File: src/rtl/vcm_pkg.sv
package vcm_pkg;

   // width of a binary count of up to n ones
   function automatic int cnt_w(input int n);
      return $clog2(n + 1);
   endfunction

endpackage

File: src/rtl/vcm_counter.sv
module vcm_counter #(
   parameter int N_IN = 4,
   localparam int CW = vcm_pkg::cnt_w(N_IN)
) (
   input  logic [N_IN-1:0] bits_in,
   output logic [CW-1:0]   count
);

   generate
      if (N_IN < 1) begin : g_bad_size
         $error("vcm_counter: N_IN must be at least 1");
      end
   endgenerate

   always_comb begin
      count = '0;
      for (int i = 0; i < N_IN; i++) begin
         count = count + CW'(bits_in[i]);
      end
   end

   // count must match the ones population of the inputs
   always_comb begin
      a_r6_count_matches: assert (int'(count) == $countones(bits_in))
         else $error("vcm_counter: count %0d for input %b", count, bits_in);
   end

endmodule

File: src/rtl/vcm_pp_columns.sv
module vcm_pp_columns #(
   parameter int WIDTH = 8,
   localparam int NCOL = 2 * WIDTH - 1,
   localparam int W1   = vcm_pkg::cnt_w(WIDTH)
) (
   input  logic [WIDTH-1:0]           x,
   input  logic [WIDTH-1:0]           y,
   output logic [NCOL-1:0][W1-1:0]    col_cnt
);

   generate
      for (genvar c = 0; c < NCOL; c++) begin : g_col
         localparam int LO = (c < WIDTH) ? 0 : c - WIDTH + 1;
         localparam int HT = (c < WIDTH) ? c + 1 : NCOL - c;
         localparam int CW = vcm_pkg::cnt_w(HT);

         logic [HT-1:0] diag;
         logic [CW-1:0] cnt;

         for (genvar k = 0; k < HT; k++) begin : g_pp
            assign diag[k] = x[LO + k] & y[c - LO - k];
         end

         vcm_counter #(.N_IN(HT)) u_cnt (
            .bits_in (diag),
            .count   (cnt)
         );

         assign col_cnt[c] = W1'(cnt);
      end
   endgenerate

endmodule

File: src/rtl/vcm_row_reducer.sv
module vcm_row_reducer #(
   parameter int WIDTH = 8,
   localparam int NCOL = 2 * WIDTH - 1,
   localparam int W1   = vcm_pkg::cnt_w(WIDTH),
   localparam int W2   = vcm_pkg::cnt_w(W1),
   localparam int ROWW = 2 * WIDTH + W1,
   localparam int RW2  = ROWW + W2
) (
   input  logic [NCOL-1:0][W1-1:0]  col_cnt,
   output logic [W2-1:0][RW2-1:0]   rows_out
);

   logic [W1-1:0][ROWW-1:0] rows_mid;
   logic [ROWW-1:0][W2-1:0] cnt2;

   // scatter first-layer counts: bit j of column c weighs c+j
   always_comb begin
      rows_mid = '0;
      for (int c = 0; c < NCOL; c++) begin
         for (int j = 0; j < W1; j++) begin
            rows_mid[j][c + j] = col_cnt[c][j];
         end
      end
   end

   generate
      for (genvar c = 0; c < ROWW; c++) begin : g_col2
         logic [W1-1:0] stack;
         for (genvar j = 0; j < W1; j++) begin : g_pick
            assign stack[j] = rows_mid[j][c];
         end

         vcm_counter #(.N_IN(W1)) u_cnt2 (
            .bits_in (stack),
            .count   (cnt2[c])
         );
      end
   endgenerate

   always_comb begin
      rows_out = '0;
      for (int c = 0; c < ROWW; c++) begin
         for (int k = 0; k < W2; k++) begin
            rows_out[k][c + k] = cnt2[c][k];
         end
      end
   end

endmodule

File: src/rtl/vcm_mul.sv
module vcm_mul #(
   parameter int WIDTH = 8,
   localparam int PW   = 2 * WIDTH,
   localparam int W1   = vcm_pkg::cnt_w(WIDTH),
   localparam int W2   = vcm_pkg::cnt_w(W1),
   localparam int RW2  = PW + W1 + W2,
   localparam int NCOL = PW - 1
) (
   input  logic [WIDTH-1:0] x,
   input  logic [WIDTH-1:0] y,
   output logic [PW-1:0]    prod
);

   // elaboration guard
   generate
      if (WIDTH < 2) begin : g_bad_width
         $error("vcm_mul: WIDTH must be 2 or more");
      end
   endgenerate

   logic [NCOL-1:0][W1-1:0] col_cnt;
   logic [W2-1:0][RW2-1:0]  rows;
   logic [RW2-1:0]          total;

   vcm_pp_columns #(.WIDTH(WIDTH)) u_cols (
      .x       (x),
      .y       (y),
      .col_cnt (col_cnt)
   );

   vcm_row_reducer #(.WIDTH(WIDTH)) u_rows (
      .col_cnt  (col_cnt),
      .rows_out (rows)
   );

   // final carry-propagate merge of the remaining rows
   always_comb begin
      total = '0;
      for (int k = 0; k < W2; k++) begin
         total = total + rows[k];
      end
   end

   assign prod = total[PW-1:0];

   always_comb begin
      // nothing may spill beyond the product width
      a_r3_no_overflow: assert (total[RW2-1:PW] == '0)
         else $error("vcm_mul: spill above product width");
      // compressor tree result equals the arithmetic product
      a_r1_exact_product: assert (prod == ({{WIDTH{1'b0}}, x} * {{WIDTH{1'b0}}, y}))
         else $error("vcm_mul: %0d * %0d gave %0d", x, y, prod);
      // a zero operand forces a zero product
      a_r4_zero_operand: assert (!(x == '0 || y == '0) || prod == '0)
         else $error("vcm_mul: zero operand gave %0d", prod);
      // unit operand passes the other through
      a_r5_unit_operand: assert (!(y == WIDTH'(1)) || prod == PW'(x))
         else $error("vcm_mul: unit operand gave %0d", prod);
   end

endmodule

File: config.mk
export PLATFORM = sky130hd
export DESIGN_NAME = vcm_mul
export DESIGN_NICKNAME = d
export VERILOG_FILES = /design/src/rtl/vcm_pkg.sv /design/src/rtl/vcm_counter.sv /design/src/rtl/vcm_pp_columns.sv /design/src/rtl/vcm_row_reducer.sv /design/src/rtl/vcm_mul.sv
export SDC_FILE = /design/constraint.sdc
export NUM_CORES = 1
export LEC_CHECK = 0
export ABC_AREA = 1
export BUFFER_PORTS_ARGS = -buffer_cell sky130_fd_sc_hd__buf_4
export CAP_MARGIN = 20
export CORE_MARGIN = 10
export CORE_UTILIZATION = 50
export DETAILED_ROUTE_END_ITERATION = 10
export PLACE_DENSITY = 0.71
export SYNTH_ARGS = -nofsm -noshare
export SYNTH_HDL_FRONTEND = slang
export SYNTH_SLANG_ARGS = --single-unit
File: constraint.sdc
create_clock -name vclk -period 10.58
set_input_delay 1.587 -clock vclk [all_inputs]
set_output_delay 1.587 -clock vclk [all_outputs]
set_load 0.02 [all_outputs]
==> impl_results.html <==
<table>
<tr><th>Metric</th><th>Value</th></tr>
<tr><th colspan="2">Logic synthesis</th></tr>
<tr><td>Synth top area cells</td><td>sky130_fd_sc_hd__fa_1, sky130_fd_sc_hd__ha_1, sky130_fd_sc_hd__nand2_1, sky130_fd_sc_hd__inv_1, sky130_fd_sc_hd__nand3_1</td></tr>
<tr><td>Most numerous cell in the Yosys netlist</td><td>sky130_fd_sc_hd__nand2_1</td></tr>
<tr><td>Distinct cell type count of the synthesized netlist</td><td>15</td></tr>
<tr><td>Post-synth top cells</td><td>sky130_fd_sc_hd__nand2_1, sky130_fd_sc_hd__inv_1, sky130_fd_sc_hd__ha_1, sky130_fd_sc_hd__fa_1, sky130_fd_sc_hd__clkbuf_1</td></tr>
<tr><td>Fraction of the yosys area taken by sequential cells</td><td>0</td></tr>
<tr><td>Synthesized net count</td><td>432</td></tr>
<tr><td>Count of mapped cells out of synthesis</td><td>339</td></tr>
<tr><td>Dominant cell type by area after synthesis</td><td>sky130_fd_sc_hd__fa_1</td></tr>
<tr><td>Mean area per synthesized cell</td><td>6.821 µm²</td></tr>
<tr><td>Number of warnings issued by yosys</td><td>0</td></tr>
<tr><td>Area share of the leading cell type in the synthesized netlist</td><td>0.3290</td></tr>
<tr><td>Summed instance area of the synthesized netlist</td><td>2312 µm²</td></tr>
<tr><th colspan="2">Finish</th></tr>
<tr><td>Number of inserted diodes</td><td>0</td></tr>
<tr><td>Number of nets in the finished design</td><td>449</td></tr>
<tr><td>Finished Cell Area</td><td>2550 µm²</td></tr>
<tr><td>Proportion of layout cells with a drive suffix above 1</td><td>0.1017</td></tr>
<tr><td>Flip-flop and latch count</td><td>0</td></tr>
<tr><td>Synth-to-Final Area Change</td><td>10.28%</td></tr>
<tr><td>Post-layout utilization of the core</td><td>0.5777</td></tr>
<tr><td>Sequential cell area in the final layout</td><td>0 µm²</td></tr>
<tr><td>Non-Filler Instances</td><td>406</td></tr>
<tr><td>Number of clock buffer instances in the layout</td><td>0</td></tr>
<tr><th colspan="2">STA</th></tr>
<tr><td>Crit path setup slack, layout</td><td>2672 ps</td></tr>
<tr><td>Fraction of the cycle the final worst path needs</td><td>0.7474</td></tr>
<tr><td>Number of hold violations in the final report</td><td>0</td></tr>
<tr><td>Worst-case headroom to the max-slew limit</td><td>0.8402</td></tr>
<tr><td>F_max</td><td>126.5 MHz</td></tr>
<tr><td>Count of pins over their slew limit</td><td>0</td></tr>
<tr><td>Period minus WS final</td><td>7908 ps</td></tr>
<tr><td>Final count of negative-setup-slack endpoints</td><td>0</td></tr>
<tr><td>Setup repair after global routing missed its margin</td><td>no</td></tr>
<tr><td>Slew at the pin with the worst max-slew slack</td><td>239.8 ps</td></tr>
<tr><td>Post-route setup TNS</td><td>0 ps</td></tr>
<tr><th colspan="2">Floorplanning</th></tr>
<tr><td>Area of the core</td><td>4414 µm²</td></tr>
<tr><td>X dimension of the die</td><td>88.01 µm</td></tr>
<tr><td>Effective utilization at floorplan</td><td>0.5238</td></tr>
<tr><td>Ports placed on the boundary</td><td>32</td></tr>
<tr><td>Chip Height</td><td>88.01 µm</td></tr>
<tr><td>Overall die area</td><td>7745 µm²</td></tr>
<tr><td>Std-Cell Rows</td><td>24</td></tr>
<tr><th colspan="2">Flow run</th></tr>
<tr><td>Number of max-capacitance violations reported</td><td>0</td></tr>
<tr><th colspan="2">Place</th></tr>
<tr><td>Placed cell count</td><td>406</td></tr>
<tr><td>Detailed-placement wirelength estimate</td><td>4.271 mm</td></tr>
<tr><td>Quantity of I/O buffers inserted on ports</td><td>32</td></tr>
<tr><td>Placement Setup Slack</td><td>2651 ps</td></tr>
<tr><td>Area after detailed placement</td><td>2550 µm²</td></tr>
<tr><td>Routability cong.</td><td>0.8509</td></tr>
<tr><th colspan="2">Detailed routing</th></tr>
<tr><td>Detailed-route via count</td><td>1,984</td></tr>
<tr><td>Routed wirelength normalized by instance count</td><td>11.98 µm</td></tr>
<tr><td>Number of DRC violations after detailed-routing iteration 0</td><td>116</td></tr>
<tr><td>Aggregate routed wire length</td><td>4.863 mm</td></tr>
<tr><td>Antenna viol nets, final</td><td>0</td></tr>
<tr><td>Detailed-router iteration count before antenna repair</td><td>4</td></tr>
<tr><td>Detailed-route vias per instance</td><td>4.887</td></tr>
<tr><td>DRC</td><td>0</td></tr>
<tr><th colspan="2">Clock tree</th></tr>
<tr><td>Number of resized instances in the post-cts repair step</td><td>0</td></tr>
<tr><td>Hold buffers post-CTS</td><td>0</td></tr>
<tr><td>Setup fix buffers added after clock tree synthesis</td><td>0</td></tr>
<tr><th colspan="2">Worst setup path</th></tr>
<tr><td>Critical path required time</td><td>8990 ps</td></tr>
<tr><td>Kind of critical path</td><td>input port to output pin</td></tr>
<tr><td>Number of buffer and inverter instances along the worst setup path</td><td>7</td></tr>
<tr><td>Beginning of the critical path</td><td>x[0]</td></tr>
<tr><td>Dominant delay contributor by cell family on the critical path</td><td>adder cells</td></tr>
<tr><td>Critical Path Sink</td><td>prod[13]</td></tr>
<tr><td>Highest cell delay on the worst timing path</td><td>530 ps</td></tr>
<tr><td>Worst path depth</td><td>25</td></tr>
<tr><td>Critical Path Start Type</td><td>input port</td></tr>
<tr><td>Crit path DAT</td><td>6320 ps</td></tr>
<tr><td>Critical Path Slowest Stage Cell</td><td>sky130_fd_sc_hd__fa_1</td></tr>
<tr><td>Sort of element at the end of the critical path</td><td>output pin</td></tr>
<tr><td>Critical path fanouts, max</td><td>8</td></tr>
<tr><th colspan="2">Power</th></tr>
<tr><td>Pwr dens</td><td>202.0 nW/µm²</td></tr>
<tr><td>P_int</td><td>0.2071 mW</td></tr>
<tr><td>Part of the total power dissipated in combinational logic</td><td>1.000</td></tr>
<tr><td>Leakage</td><td>1.758 nW</td></tr>
<tr><td>Clk pwr share</td><td>0</td></tr>
<tr><td>Max rail drop VDD</td><td>0.0001769 V</td></tr>
<tr><td>Fraction of power spent switching nets</td><td>0.5978</td></tr>
<tr><td>Share of total power in sequential cells</td><td>0</td></tr>
<tr><td>Net switching power</td><td>0.3078 mW</td></tr>
<tr><th colspan="2">GRT</th></tr>
<tr><td>Total gr overflow</td><td>0</td></tr>
<tr><td>Global-route wire length before repair</td><td>8.569 mm</td></tr>
<tr><td>Number of global-route vias before repair</td><td>1,938</td></tr>
<tr><td>Pin count of the biggest net entering global routing</td><td>9</td></tr>
<tr><td>GRT Util Overall</td><td>0.1293</td></tr>
<tr><td>Antenna violations before repair</td><td>0</td></tr>
<tr><th colspan="2">Worst hold path</th></tr>
<tr><td>HP Class</td><td>input port to output pin</td></tr>
<tr><th colspan="2">Outcome</th></tr>
<tr><td>Result of the run</td><td>complete, no violations</td></tr>
</table>
[power by group through the flow]
stage	Combinational (mW)	Clock, mW	Sequential [mW]
after floorplan	0.364	0	0
after global placement	0.515	0	0
after detailed placement	0.522	0	0
after CTS	0.525	0	0
after global routing	0.583	0	0
final	0.515	0	0
[cell type report]
cell class	count	area (µm²)
multi-input combinational	230	1899
timing repair buffer	32	240.2
inverter	92	345.3
tap	52	65.06
fill	438	1864
[stage by stage]
stage	hold WS (ps)	power (mW)
5_1_grt	3587	0.5830
6_report	3538	0.5150
3_5_place_dp	3537	0.5218
4_1_cts	3538	0.5249
3_3_place_gp	3524	0.5153
2_1_floorplan	3560	0.3639
[placed cells by master (no fill, tap or decap), drive strengths merged]
cell / count
nand3: 13
xnor2: 1
ha: 39
xor2: 6
inv: 92
or2: 1
nand4: 3
a21oi: 4
fa: 38
nor2: 9
buf: 32
nand2: 116
[layer usage]
metal	vias to the layer above	wire, µm	GRT usage
met5	-	0	0
met4	0	47	0.01739
met3	6	316	0.01207
met2	59	2382	0.2235
met1	916	2116	0.1734
li1	1003	-	-
[cells by family after synthesis]
kind of cell	synth area share
and+or+nand+nor	0.2462
buffers and inverters	0.1786
adders and majority gates	0.5400
xor gates and xnor gates	0.02652
AOI/OAI and AO/OA	0.008658
[worst min path at each step]
| stage | start | cells past startpoint | end | slack [ps] |
|---|---|---|---|---|
| 2_1_floorplan | x[0] | 4 | prod[0] | 3560 |
| 3_3_place_gp | x[0] | 4 | prod[0] | 3520 |
| 3_5_place_dp | x[0] | 4 | prod[0] | 3540 |
| 4_1_cts | x[0] | 4 | prod[0] | 3540 |
| 5_1_grt | x[0] | 4 | prod[0] | 3590 |
| 6_report | x[0] | 4 | prod[0] | 3540 |
No activity file was read; power rests on OpenSTA's default activity.
